[src/rtl/stlb_pkg.sv]
// Shared constants, entry type and page arithmetic for the shadow translation caches.
// Assumes page sizes grow by a factor of four per size code, starting from MIN_OFF offset bits.
package stlb_pkg;
    parameter int AW      = 32;
    parameter int ATTR_W  = 6;
    parameter int SIZE_W  = 3;
    parameter int MIN_OFF = 10;

    typedef struct packed {
        logic [AW-1:0]     tag;
        logic [SIZE_W-1:0] size;
        logic [AW-1:0]     base;
        logic              ex;
        logic              wr;
        logic [ATTR_W-1:0] attr;
    } stlb_entry_t;

    // Mask of the in-page offset bits for a size code.
    function automatic logic [AW-1:0] off_mask(input logic [SIZE_W-1:0] sz);
        logic [63:0] one;
        int          bits;
        one  = 64'd1;
        bits = MIN_OFF + 2 * int'(sz);
        return AW'((one << bits) - 64'd1);
    endfunction

    // True when the address falls inside the page the entry describes.
    function automatic logic page_match(input logic [AW-1:0] va, input stlb_entry_t e);
        return ((va ^ e.tag) & ~off_mask(e.size)) == '0;
    endfunction

    // Page base joined with the in-page offset of the address.
    function automatic logic [AW-1:0] xlate(input logic [AW-1:0] va, input stlb_entry_t e);
        logic [AW-1:0] m;
        m = off_mask(e.size);
        return (e.base & ~m) | (va & m);
    endfunction
endpackage

[src/rtl/stlb_array.sv]
// Fully associative entry store for one side: parallel match, lowest-index select,
// single-slot install and whole-array invalidate.
// Assumes the owner never installs a page that is already resident.
module stlb_array
    import stlb_pkg::*;
#(
    parameter int DEPTH = 4,
    localparam int IW = (DEPTH > 1) ? $clog2(DEPTH) : 1
) (
    input  logic             clk,
    input  logic             rst_n,
    input  logic             inv,
    input  logic [AW-1:0]    lk_va,
    input  logic             ins_en,
    input  logic [IW-1:0]    ins_idx,
    input  stlb_entry_t      ins_entry,
    output logic             hit,
    output stlb_entry_t      hit_entry,
    output logic [DEPTH-1:0] vld
);
    stlb_entry_t      ent [DEPTH];
    logic [DEPTH-1:0] match;

    for (genvar g = 0; g < DEPTH; g++) begin : g_slot
        logic        v_q;
        stlb_entry_t e_q;

        // Slot state: cleared by reset or invalidate, written on install to this index.
        always_ff @(posedge clk) begin
            if (!rst_n) begin
                v_q <= 1'b0;
                e_q <= '0;
            end else if (inv) begin
                v_q <= 1'b0;
            end else if (ins_en && ins_idx == IW'(g)) begin
                v_q <= 1'b1;
                e_q <= ins_entry;
            end
        end

        assign ent[g]   = e_q;
        assign vld[g]   = v_q;
        assign match[g] = v_q && page_match(lk_va, e_q);
    end

    // Select the lowest matching slot.
    always_comb begin
        hit       = |match;
        hit_entry = '0;
        for (int k = DEPTH - 1; k >= 0; k--) begin
            if (match[k]) hit_entry = ent[k];
        end
    end
endmodule

[src/rtl/stlb_side.sv]
// One side of the pair: lookup, miss request, fill with a round-robin victim, replay and fault.
// Assumes the requester holds lk_valid and lk_va stable until lk_done is seen at a clock edge.
module stlb_side
    import stlb_pkg::*;
#(
    parameter int DEPTH = 4,
    localparam int IW = (DEPTH > 1) ? $clog2(DEPTH) : 1
) (
    input  logic              clk,
    input  logic              rst_n,
    input  logic              inv,
    input  logic              lk_valid,
    input  logic [AW-1:0]     lk_va,
    output logic              lk_done,
    output logic              lk_fault,
    output logic [AW-1:0]     lk_pa,
    output logic              lk_ex,
    output logic              lk_wr,
    output logic [ATTR_W-1:0] lk_attr,
    output logic              want,
    input  logic              gnt,
    input  logic              rsp_valid,
    input  logic              rsp_hit,
    input  logic [SIZE_W-1:0] rsp_size,
    input  logic [AW-1:0]     rsp_base,
    input  logic              rsp_ex,
    input  logic              rsp_wr,
    input  logic [ATTR_W-1:0] rsp_attr,
    output logic [DEPTH-1:0]  vld
);
    typedef enum logic [1:0] {S_LOOK, S_REQ, S_WAIT, S_FAULT} side_st_t;

    side_st_t    st;
    logic        stale;
    logic [IW-1:0] ptr;
    logic        hit;
    stlb_entry_t hit_e;
    logic        ins_en;
    stlb_entry_t ins_e;

    stlb_array #(.DEPTH(DEPTH)) u_arr (
        .clk       (clk),
        .rst_n     (rst_n),
        .inv       (inv),
        .lk_va     (lk_va),
        .ins_en    (ins_en),
        .ins_idx   (ptr),
        .ins_entry (ins_e),
        .hit       (hit),
        .hit_entry (hit_e),
        .vld       (vld)
    );

    // Lookup results, port request and install strobe.
    always_comb begin
        want     = (st == S_REQ);
        lk_fault = (st == S_FAULT);
        lk_done  = (st == S_LOOK && lk_valid && hit) || (st == S_FAULT);
        lk_pa    = (st == S_LOOK && hit) ? xlate(lk_va, hit_e) : '0;
        lk_ex    = (st == S_LOOK && hit) && hit_e.ex;
        lk_wr    = (st == S_LOOK && hit) && hit_e.wr;
        lk_attr  = (st == S_LOOK && hit) ? hit_e.attr : '0;
        ins_en   = (st == S_WAIT) && rsp_valid && rsp_hit && !stale && !inv;
        ins_e    = '{tag: lk_va, size: rsp_size, base: rsp_base,
                     ex: rsp_ex, wr: rsp_wr, attr: rsp_attr};
    end

    // Miss sequencing: request, wait, then replay or fault.
    always_ff @(posedge clk) begin
        if (!rst_n) begin
            st <= S_LOOK;
        end else begin
            case (st)
                S_LOOK:  if (lk_valid && !hit) st <= S_REQ;
                S_REQ:   if (gnt) st <= S_WAIT;
                S_WAIT:  if (rsp_valid) st <= (rsp_hit || stale || inv) ? S_LOOK : S_FAULT;
                default: st <= S_LOOK;
            endcase
        end
    end

    // Marks a fill that an invalidate overtook while the miss was in flight.
    always_ff @(posedge clk) begin
        if (!rst_n) begin
            stale <= 1'b0;
        end else if (st == S_WAIT && rsp_valid) begin
            stale <= 1'b0;
        end else if (inv && (st == S_REQ || st == S_WAIT)) begin
            stale <= 1'b1;
        end
    end

    // Round-robin victim pointer, advanced only by an install.
    always_ff @(posedge clk) begin
        if (!rst_n) begin
            ptr <= '0;
        end else if (ins_en) begin
            ptr <= (ptr == IW'(DEPTH - 1)) ? '0 : ptr + 1'b1;
        end
    end
endmodule

[src/rtl/stlb_port_arb.sv]
// Grants the single main-TLB port to one side at a time, data side first,
// and routes the response back to the side that owns the port.
// Assumes the main TLB answers every request exactly once, at least one cycle later.
module stlb_port_arb
    import stlb_pkg::*;
(
    input  logic          clk,
    input  logic          rst_n,
    input  logic          want_d,
    input  logic [AW-1:0] va_d,
    input  logic          want_i,
    input  logic [AW-1:0] va_i,
    output logic          gnt_d,
    output logic          gnt_i,
    output logic          mt_req_valid,
    output logic          mt_req_data,
    output logic [AW-1:0] mt_req_va,
    input  logic          mt_rsp_valid,
    output logic          rsp_d,
    output logic          rsp_i
);
    logic busy;
    logic own_d;

    // Fixed priority grant while the port is idle; response steering while busy.
    always_comb begin
        gnt_d        = !busy && want_d;
        gnt_i        = !busy && want_i && !want_d;
        mt_req_valid = gnt_d || gnt_i;
        mt_req_data  = gnt_d;
        mt_req_va    = gnt_d ? va_d : va_i;
        rsp_d        = busy && own_d && mt_rsp_valid;
        rsp_i        = busy && !own_d && mt_rsp_valid;
    end

    // Port ownership from grant until response.
    always_ff @(posedge clk) begin
        if (!rst_n) begin
            busy  <= 1'b0;
            own_d <= 1'b0;
        end else if (mt_req_valid) begin
            busy  <= 1'b1;
            own_d <= gnt_d;
        end else if (mt_rsp_valid) begin
            busy  <= 1'b0;
        end
    end
endmodule

[src/rtl/shadow_tlb_pair.sv]
// Instruction and data shadow translation caches sharing one main-TLB port.
// Assumes requesters hold their lookup until done and the main TLB returns one response per request.
module shadow_tlb_pair
    import stlb_pkg::*;
#(
    parameter int I_DEPTH = 4,
    parameter int D_DEPTH = 8
) (
    input  logic              clk,
    input  logic              rst_n,
    input  logic              inv_all,
    input  logic              i_lk_valid,
    input  logic [AW-1:0]     i_lk_va,
    output logic              i_lk_done,
    output logic              i_lk_fault,
    output logic [AW-1:0]     i_lk_pa,
    output logic              i_lk_ex,
    output logic              i_lk_wr,
    output logic [ATTR_W-1:0] i_lk_attr,
    input  logic              d_lk_valid,
    input  logic [AW-1:0]     d_lk_va,
    output logic              d_lk_done,
    output logic              d_lk_fault,
    output logic [AW-1:0]     d_lk_pa,
    output logic              d_lk_ex,
    output logic              d_lk_wr,
    output logic [ATTR_W-1:0] d_lk_attr,
    output logic              mt_req_valid,
    output logic              mt_req_data,
    output logic [AW-1:0]     mt_req_va,
    input  logic              mt_rsp_valid,
    input  logic              mt_rsp_hit,
    input  logic [SIZE_W-1:0] mt_rsp_size,
    input  logic [AW-1:0]     mt_rsp_base,
    input  logic              mt_rsp_ex,
    input  logic              mt_rsp_wr,
    input  logic [ATTR_W-1:0] mt_rsp_attr
);
    logic               i_want, d_want, i_gnt, d_gnt, i_rsp, d_rsp;
    logic [I_DEPTH-1:0] i_vld;
    logic [D_DEPTH-1:0] d_vld;

    stlb_side #(.DEPTH(I_DEPTH)) u_iside (
        .clk (clk), .rst_n (rst_n), .inv (inv_all),
        .lk_valid (i_lk_valid), .lk_va (i_lk_va), .lk_done (i_lk_done),
        .lk_fault (i_lk_fault), .lk_pa (i_lk_pa), .lk_ex (i_lk_ex),
        .lk_wr (i_lk_wr), .lk_attr (i_lk_attr),
        .want (i_want), .gnt (i_gnt), .rsp_valid (i_rsp),
        .rsp_hit (mt_rsp_hit), .rsp_size (mt_rsp_size), .rsp_base (mt_rsp_base),
        .rsp_ex (mt_rsp_ex), .rsp_wr (mt_rsp_wr), .rsp_attr (mt_rsp_attr),
        .vld (i_vld)
    );

    stlb_side #(.DEPTH(D_DEPTH)) u_dside (
        .clk (clk), .rst_n (rst_n), .inv (inv_all),
        .lk_valid (d_lk_valid), .lk_va (d_lk_va), .lk_done (d_lk_done),
        .lk_fault (d_lk_fault), .lk_pa (d_lk_pa), .lk_ex (d_lk_ex),
        .lk_wr (d_lk_wr), .lk_attr (d_lk_attr),
        .want (d_want), .gnt (d_gnt), .rsp_valid (d_rsp),
        .rsp_hit (mt_rsp_hit), .rsp_size (mt_rsp_size), .rsp_base (mt_rsp_base),
        .rsp_ex (mt_rsp_ex), .rsp_wr (mt_rsp_wr), .rsp_attr (mt_rsp_attr),
        .vld (d_vld)
    );

    stlb_port_arb u_arb (
        .clk (clk), .rst_n (rst_n),
        .want_d (d_want), .va_d (d_lk_va), .want_i (i_want), .va_i (i_lk_va),
        .gnt_d (d_gnt), .gnt_i (i_gnt),
        .mt_req_valid (mt_req_valid), .mt_req_data (mt_req_data), .mt_req_va (mt_req_va),
        .mt_rsp_valid (mt_rsp_valid), .rsp_d (d_rsp), .rsp_i (i_rsp)
    );
endmodule

[config.mk]
export PLATFORM = sky130hd
export DESIGN_NAME = shadow_tlb_pair
export DESIGN_NICKNAME = d
export VERILOG_FILES = /design/src/rtl/stlb_pkg.sv /design/src/rtl/stlb_array.sv /design/src/rtl/stlb_side.sv /design/src/rtl/stlb_port_arb.sv /design/src/rtl/shadow_tlb_pair.sv
export SDC_FILE = /design/constraint.sdc
export NUM_CORES = 2
export LEC_CHECK = 0
export CORE_UTILIZATION = 55
export CTS_BUF_LIST = sky130_fd_sc_hd__clkbuf_8
export DETAILED_ROUTE_END_ITERATION = 8
export DONT_BUFFER_PORTS = 1
export PLACE_DENSITY_LB_ADDON = 0.2
export SETUP_SLACK_MARGIN = 0.15
export SLEW_MARGIN = 15
export SYNTH_ARGS = -nofsm -noshare
export SYNTH_HDL_FRONTEND = slang
export SYNTH_SLANG_ARGS = --single-unit
[constraint.sdc]
create_clock -name clk -period 8.2 [get_ports clk]
set_input_delay 2.05 -clock clk [delete_from_list [all_inputs] [get_ports clk]]
set_output_delay 2.05 -clock clk [all_outputs]
set_load 0.01 [all_outputs]
# Word-level counts from Yosys, hierarchy flattened
# Index checks and enable logic that the tools add are counted.
# word_totals
output_inout_bits	118
elab_cells	341
register_bits	925
input_bits	114
# classes
n_eq_ne	22
n_mux	31
bitwise	46
addsub	30
reduce_logical	106
shifts	14
# ops
cell	n
2-to-1 mux 43 bit	12
bitwise AND 32 bit	16
NOT 32 bit	14
subtractor 32 x 1 -> 32 bit (second input constant)	14
zero test 32 bit	12
<< shifter 1 x 5 -> 32 bit (first input constant)	12
bitwise XOR 32 bit	12
2-to-1 mux 32 bit	3
adder 4 x 4 -> 5 bit (first input constant)	14
OR 32 bit	2
<< shifter 1 x 32 -> 32 bit (first input constant)	2
logical AND 1 bit	53
AND reduction 2 bit	12
2-to-1 mux 2 bit	9
equality test 2 bit (second input constant)	6
equality test 3 bit (second input constant)	4
2-to-1 mux 6 bit	2
case mux 2 bit (3 select lines)	2
logical OR 1 bit	9
zero test 1 bit	8
!= test 2 bit (second input constant)	4
OR reduction 8 bit	1
equality test 2 x 1 -> 1 bit (second input constant)	3
equality test 3 x 2 -> 1 bit (second input constant)	2
13 further kinds	21

# Longest topological paths before layout
# depth
word_depth	22
mapped_depth	24
ltp_nobuf	18

# By module
# From an unflattened synthesis, not the netlist that was laid out.
# unflattened
cells_unflattened	6854
area_unflattened_um2	52753.1
# modules_own_cells
mod	area_each_um2	instances	cells_per_inst
stlb_array at u_dside.u_arr	34765.8	1	4582
stlb_array at u_iside.u_arr	15498.6	1	1956
stlb_side at u_iside	920.9	1	131
stlb_side at u_dside	902.1	1	133
stlb_port_arb	665.6	1	52

# Worst setup path after synthesis
# Ideal clock, no wire load.
# synth_path
path_type	input -> output
startpoint	input d_lk_va[31]
endpoint	output d_lk_pa[17]
path_slack_ns	0.906
required_time_ns	6.150
arrival_time_ns	5.244
path_stages	12
cell_sequence	clkbuf_1 xnor2_1 nand4_1 a2111oi_0 nand3_1 nor4_2 clkbuf_1 nand3_1 a311o_1 a21oi_1 o21ai_0 a311oi_1
# synth_between
elab_chain_cells	19
# synth_lines
item	line	rtl
start: declaration	shadow_tlb_pair.sv:21	input logic [AW-1:0] d_lk_va,
bitwise XOR 32 bit	stlb_pkg.sv:29	return ((va ^ e.tag) & ~off_mask(e.size)) == '0;
bitwise AND 32 bit	stlb_pkg.sv:29	
zero test 32 bit	stlb_pkg.sv:29	
logical AND 1 bit	stlb_array.sv:43	assign match[g] = v_q && page_match(lk_va, e_q);
2-to-1 mux 43 bit (8 in a row)	stlb_array.sv:51	if (match[k]) hit_entry = ent[k];
adder 4 x 4 -> 5 bit	stlb_pkg.sv:23	bits = MIN_OFF + 2 * int'(sz);
<< shifter 1 x 32 -> 32 bit	stlb_pkg.sv:24	return AW'((one << bits) - 64'd1);
subtractor 32 x 1 -> 32 bit	stlb_pkg.sv:24	
NOT 32 bit	stlb_pkg.sv:36	return (e.base & ~m) | (va & m);
bitwise AND 32 bit	stlb_pkg.sv:36	
OR 32 bit	stlb_pkg.sv:36	
2-to-1 mux 32 bit *	stlb_side.sv:59	lk_pa = (st == S_LOOK && hit) ? xlate(lk_va, hit_e) : '0;
end: declaration	shadow_tlb_pair.sv:24	output logic [AW-1:0] d_lk_pa,
# Every way passes the cells marked *; elsewhere a longest branch is shown, timed or not.

# Worst setup path after layout
# layout_path
startpoint	register u_dside.u_arr.g_slot[4].e_q, in the netlist u_dside.u_arr.ent[267]
endpoint	output d_lk_pa[17]
# layout_between
elab_chain_cells	19
# layout_lines
item	line	rtl
start: declaration	stlb_array.sv:26	stlb_entry_t e_q;
start signal: assignment	stlb_array.sv:37	e_q <= ins_entry;
adder 4 x 4 -> 5 bit	stlb_pkg.sv:23	
<< shifter 1 x 5 -> 32 bit	stlb_pkg.sv:24	
subtractor 32 x 1 -> 32 bit	stlb_pkg.sv:24	
NOT 32 bit	stlb_pkg.sv:29	
bitwise AND 32 bit	stlb_pkg.sv:29	
zero test 32 bit	stlb_pkg.sv:29	
logical AND 1 bit	stlb_array.sv:43	
2-to-1 mux 43 bit (5 in a row)	stlb_array.sv:51	
adder 4 x 4 -> 5 bit	stlb_pkg.sv:23	
<< shifter 1 x 32 -> 32 bit	stlb_pkg.sv:24	
subtractor 32 x 1 -> 32 bit	stlb_pkg.sv:24	
NOT 32 bit	stlb_pkg.sv:36	
bitwise AND 32 bit	stlb_pkg.sv:36	
OR 32 bit	stlb_pkg.sv:36	
2-to-1 mux 32 bit *	stlb_side.sv:59	
# Marks and branches as above.

==> results_dict.tcl <==
set metrics [dict create \
    synth_edf_count 0 \
    overflow 0 \
    dr_total_vias 43882 \
    status "finished with violations" \
    yosys_warnings 0 \
    avgViaCountPerCell 5.996 \
    synth_area_um2 48090 \
    dr.pass1.iters 6 \
    drive_above_1_share 0.07923 \
    grt_usage 0.3539 \
    core_area_um2 86620 \
    tightest_slew_ns 1.591 \
    initial_core_util 0.5552 \
    hold_viol 0 \
    ant_nets 0 \
    required_ns 6.15 \
    numCtsBuffers 150 \
    grt_max_degree 840 \
    synthCells 6392 \
    hold_buffers 0 \
    fp.dieH_um 297.7 \
    crit_start "u_dside.u_arr.ent[267]" \
    min_period_ns 7.925 \
    avgSynthCellArea_um2 7.523 \
    cts_max_path_buffers 3 \
    row_count 108 \
    htreeDepth 4 \
    grt_pass1_wl_um 244700 \
    drt-initial-drc-count 4967 \
    min_from "u_dside.u_arr.ent[339]" \
    rsz0062_at_grt "no" \
    critPathMaxFanout 20 \
    finalNetCount 6210 \
    clk_pin_slew_ns 0.06 \
    ioPinCount 232 \
    hpwlAfterDp_um 100300 \
    reg2reg_from "u_dside.u_arr.ent[491]" \
    layout_commonest_cell "nand2_1" \
    startpoint_type "flip-flop" \
    globalplace.congestion 0.9770 \
    cts_tree "built" \
    final_cell_mix "nand2_1 (1843), dfxtp_1 (850), a21boi_0 (833)" \
    avgRoutedWirePerCell_um 22.10 \
    setup_tns_ns 0 \
    syn_to_final_growth_pct 6.944 \
    min_period_over_period 0.9664 \
    first_global_vias 39697 \
    maxCapViolCount 0 \
    violations "slew limit" \
    die_w_um 297.7 \
    end_kind "output port" \
    synthArstFlopShare 0 \
    setup-violations-final 0 \
    crit_type "reg -> out" \
    cts_root_buf "clkbuf_8" \
    antenna_found_initial 4 \
    fin_skew_ns 0.05239 \
    ys_seq_area_frac 0.3538 \
    fmaxAchievable_mhz 126.2 \
    worstSkewPairLatency_ns 0.86 \
    dp.cells 7044 \
    critical_path_arrival_ns 5.87 \
    fin_cells 7319 \
    yosysUniqueCellTypes 106 \
    worstHoldPathType "reg -> reg" \
    port_buffers 0 \
    ys_seq_elements 850 \
    peakVddDrop_v 0.0001354 \
    maxSlewHeadroom -0.06090 \
    power_density_nw_per_um2 166.3 \
    slew_violations 179 \
    p_leak_uw 0.01725 \
    synth_flop_cell "dfxtp_1" \
    drc 0 \
    dieArea_um2 88620 \
    routed_wl_um 161700 \
    clock-sinks 850 \
    nFillCells 7963 \
]
[path summary, 6_finish.rpt]
kind / to / slack [ns] / cells past startpoint
hold reg to reg: u_dside.u_arr.ent[339] / 0.46 / 2
setup reg to reg: u_dside.st[0] / 3.00 / 16
hold / removal: u_dside.u_arr.ent[339] / 0.46 / 2
setup / recovery: d_lk_pa[17] / 0.28 / 17
[cells in the mapped netlist (30+ instances only)]
| cell | n | area, um^2 |
|---|---|---|
| nor2b_1 | 30 | 187.7 |
| a21boi_0 | 833 | 6254 |
| mux2i_1 | 35 | 350.3 |
| xor2_1 | 179 | 1568 |
| a22oi_1 | 56 | 420.4 |
| a21o_1 | 39 | 292.8 |
| nor3_1 | 64 | 320.3 |
| xnor2_1 | 237 | 2076 |
| o211ai_1 | 35 | 262.8 |
| ha_1 | 50 | 625.6 |
| nand3_1 | 70 | 350.3 |
| o21ai_0 | 185 | 925.9 |
| buf_1 | 63 | 236.5 |
| a21oi_1 | 215 | 1076 |
| o21a_1 | 40 | 300.3 |
| and2_1 | 41 | 256.5 |
| a311oi_1 | 37 | 324.1 |
| nand4_1 | 32 | 200.2 |
| dfxtp_1 | 850 | 17020 |
| a211oi_1 | 49 | 367.9 |
| nor2_1 | 228 | 855.8 |
| inv_1 | 77 | 289.0 |
| buf_2 | 50 | 250.2 |
| mux2_2 | 32 | 360.4 |
| clkbuf_1 | 541 | 2031 |
| nand2_1 | 1854 | 6959 |
[logic make-up after synthesis]
family | synth area share
buf+inv | 0.05969
simple gates | 0.2177
fa+ha+maj | 0.01343
compound gates | 0.2647
mux | 0.01478
flops | 0.3538
xor+xnor | 0.07576
other cells | 0.00007798
[timing repair]
| item | CTS | global route |
|---|---|---|
| setup endpoints to repair | 18 | 63 |
| hold endpoints to repair | 0 | 0 |
| gates resized for setup | 2 | 27 |
| pin swaps | 1 | 5 |
| cloned | 0 | 1 |
| setup buffers | 1 | 3 |
[layer usage]
metal  up-vias  routed length, um  track usage  part of all wire
met5         -                  0            0                 0
met1     20879              69900       0.4811              0.43
met3       320              13810      0.07803             0.085
met4         0               5963       0.1376             0.037
li1      20910                  -            -                 -
met2      1773              72070       0.5448              0.45
[registers in the layout (all words and copies together) (netlist names)]
register	flops
u_arb.own_d	1
u_dside.u_arr.g_slot.v_q	8
u_iside.stale	1
u_dside.ptr	3
u_dside.u_arr.ent	545
u_dside.stale	1
u_dside.st	2
u_iside.st	2
u_iside.ptr	2
u_iside.u_arr.ent	280
u_arb.busy	1
u_iside.u_arr.g_slot.v_q	4
[cell type report]
class,count,area [um^2],share of cell area
repair buffers,153,1240,0.02411
inverters,79,300.3,0.005839
multi-input cells,4812,28490,0.5539
well taps,1155,1445,0.02810
diodes,5,12.51,0.0002433
clock buffers,179,2464,0.04790
clock inverters,86,462.9,0.009002
flip-flops and latches,850,17020,0.3309
[worst max-delay path, cell delays in order (launching register included)]
cell	delay, ns
dfxtp_1	0.43
inv_1	0.16
ha_1	0.37
buf_4	0.25
a22oi_1	0.12
o31a_1	0.27
a2111o_1	0.34
a2111oi_1	0.33
nand4_1	0.21
nor4_4	0.30
buf_4	0.26
nor2_1	0.09
a211oi_1	0.52
o22a_4	0.34
buf_4	0.21
nor2_1	0.06
a311oi_1	0.52
buf_4	0.23
[power breakdown]
group / internal [uW] / switching [uW]
combinational: 245 / 249
clock: 2050 / 1840
sequential: 4150 / 25.1
total: 6440 / 2110
[through the flow]
step	utilization	power, uW	area (um^2)	setup slack (ns)	hold slack (ns)
floorplan	-	4756	48120	0.9056	0.4344
global placement	0.5578	4728	48320	0.5391	0.4434
detailed placement	0.5578	4733	48320	0.4588	0.4498
CTS	0.5918	8580	51260	0.09432	0.4589
global route	0.5937	8832	51430	0.1442	0.4766
finish	0.5937	8552	51430	0.2752	0.4614
(Power assumes the default switching activity.)
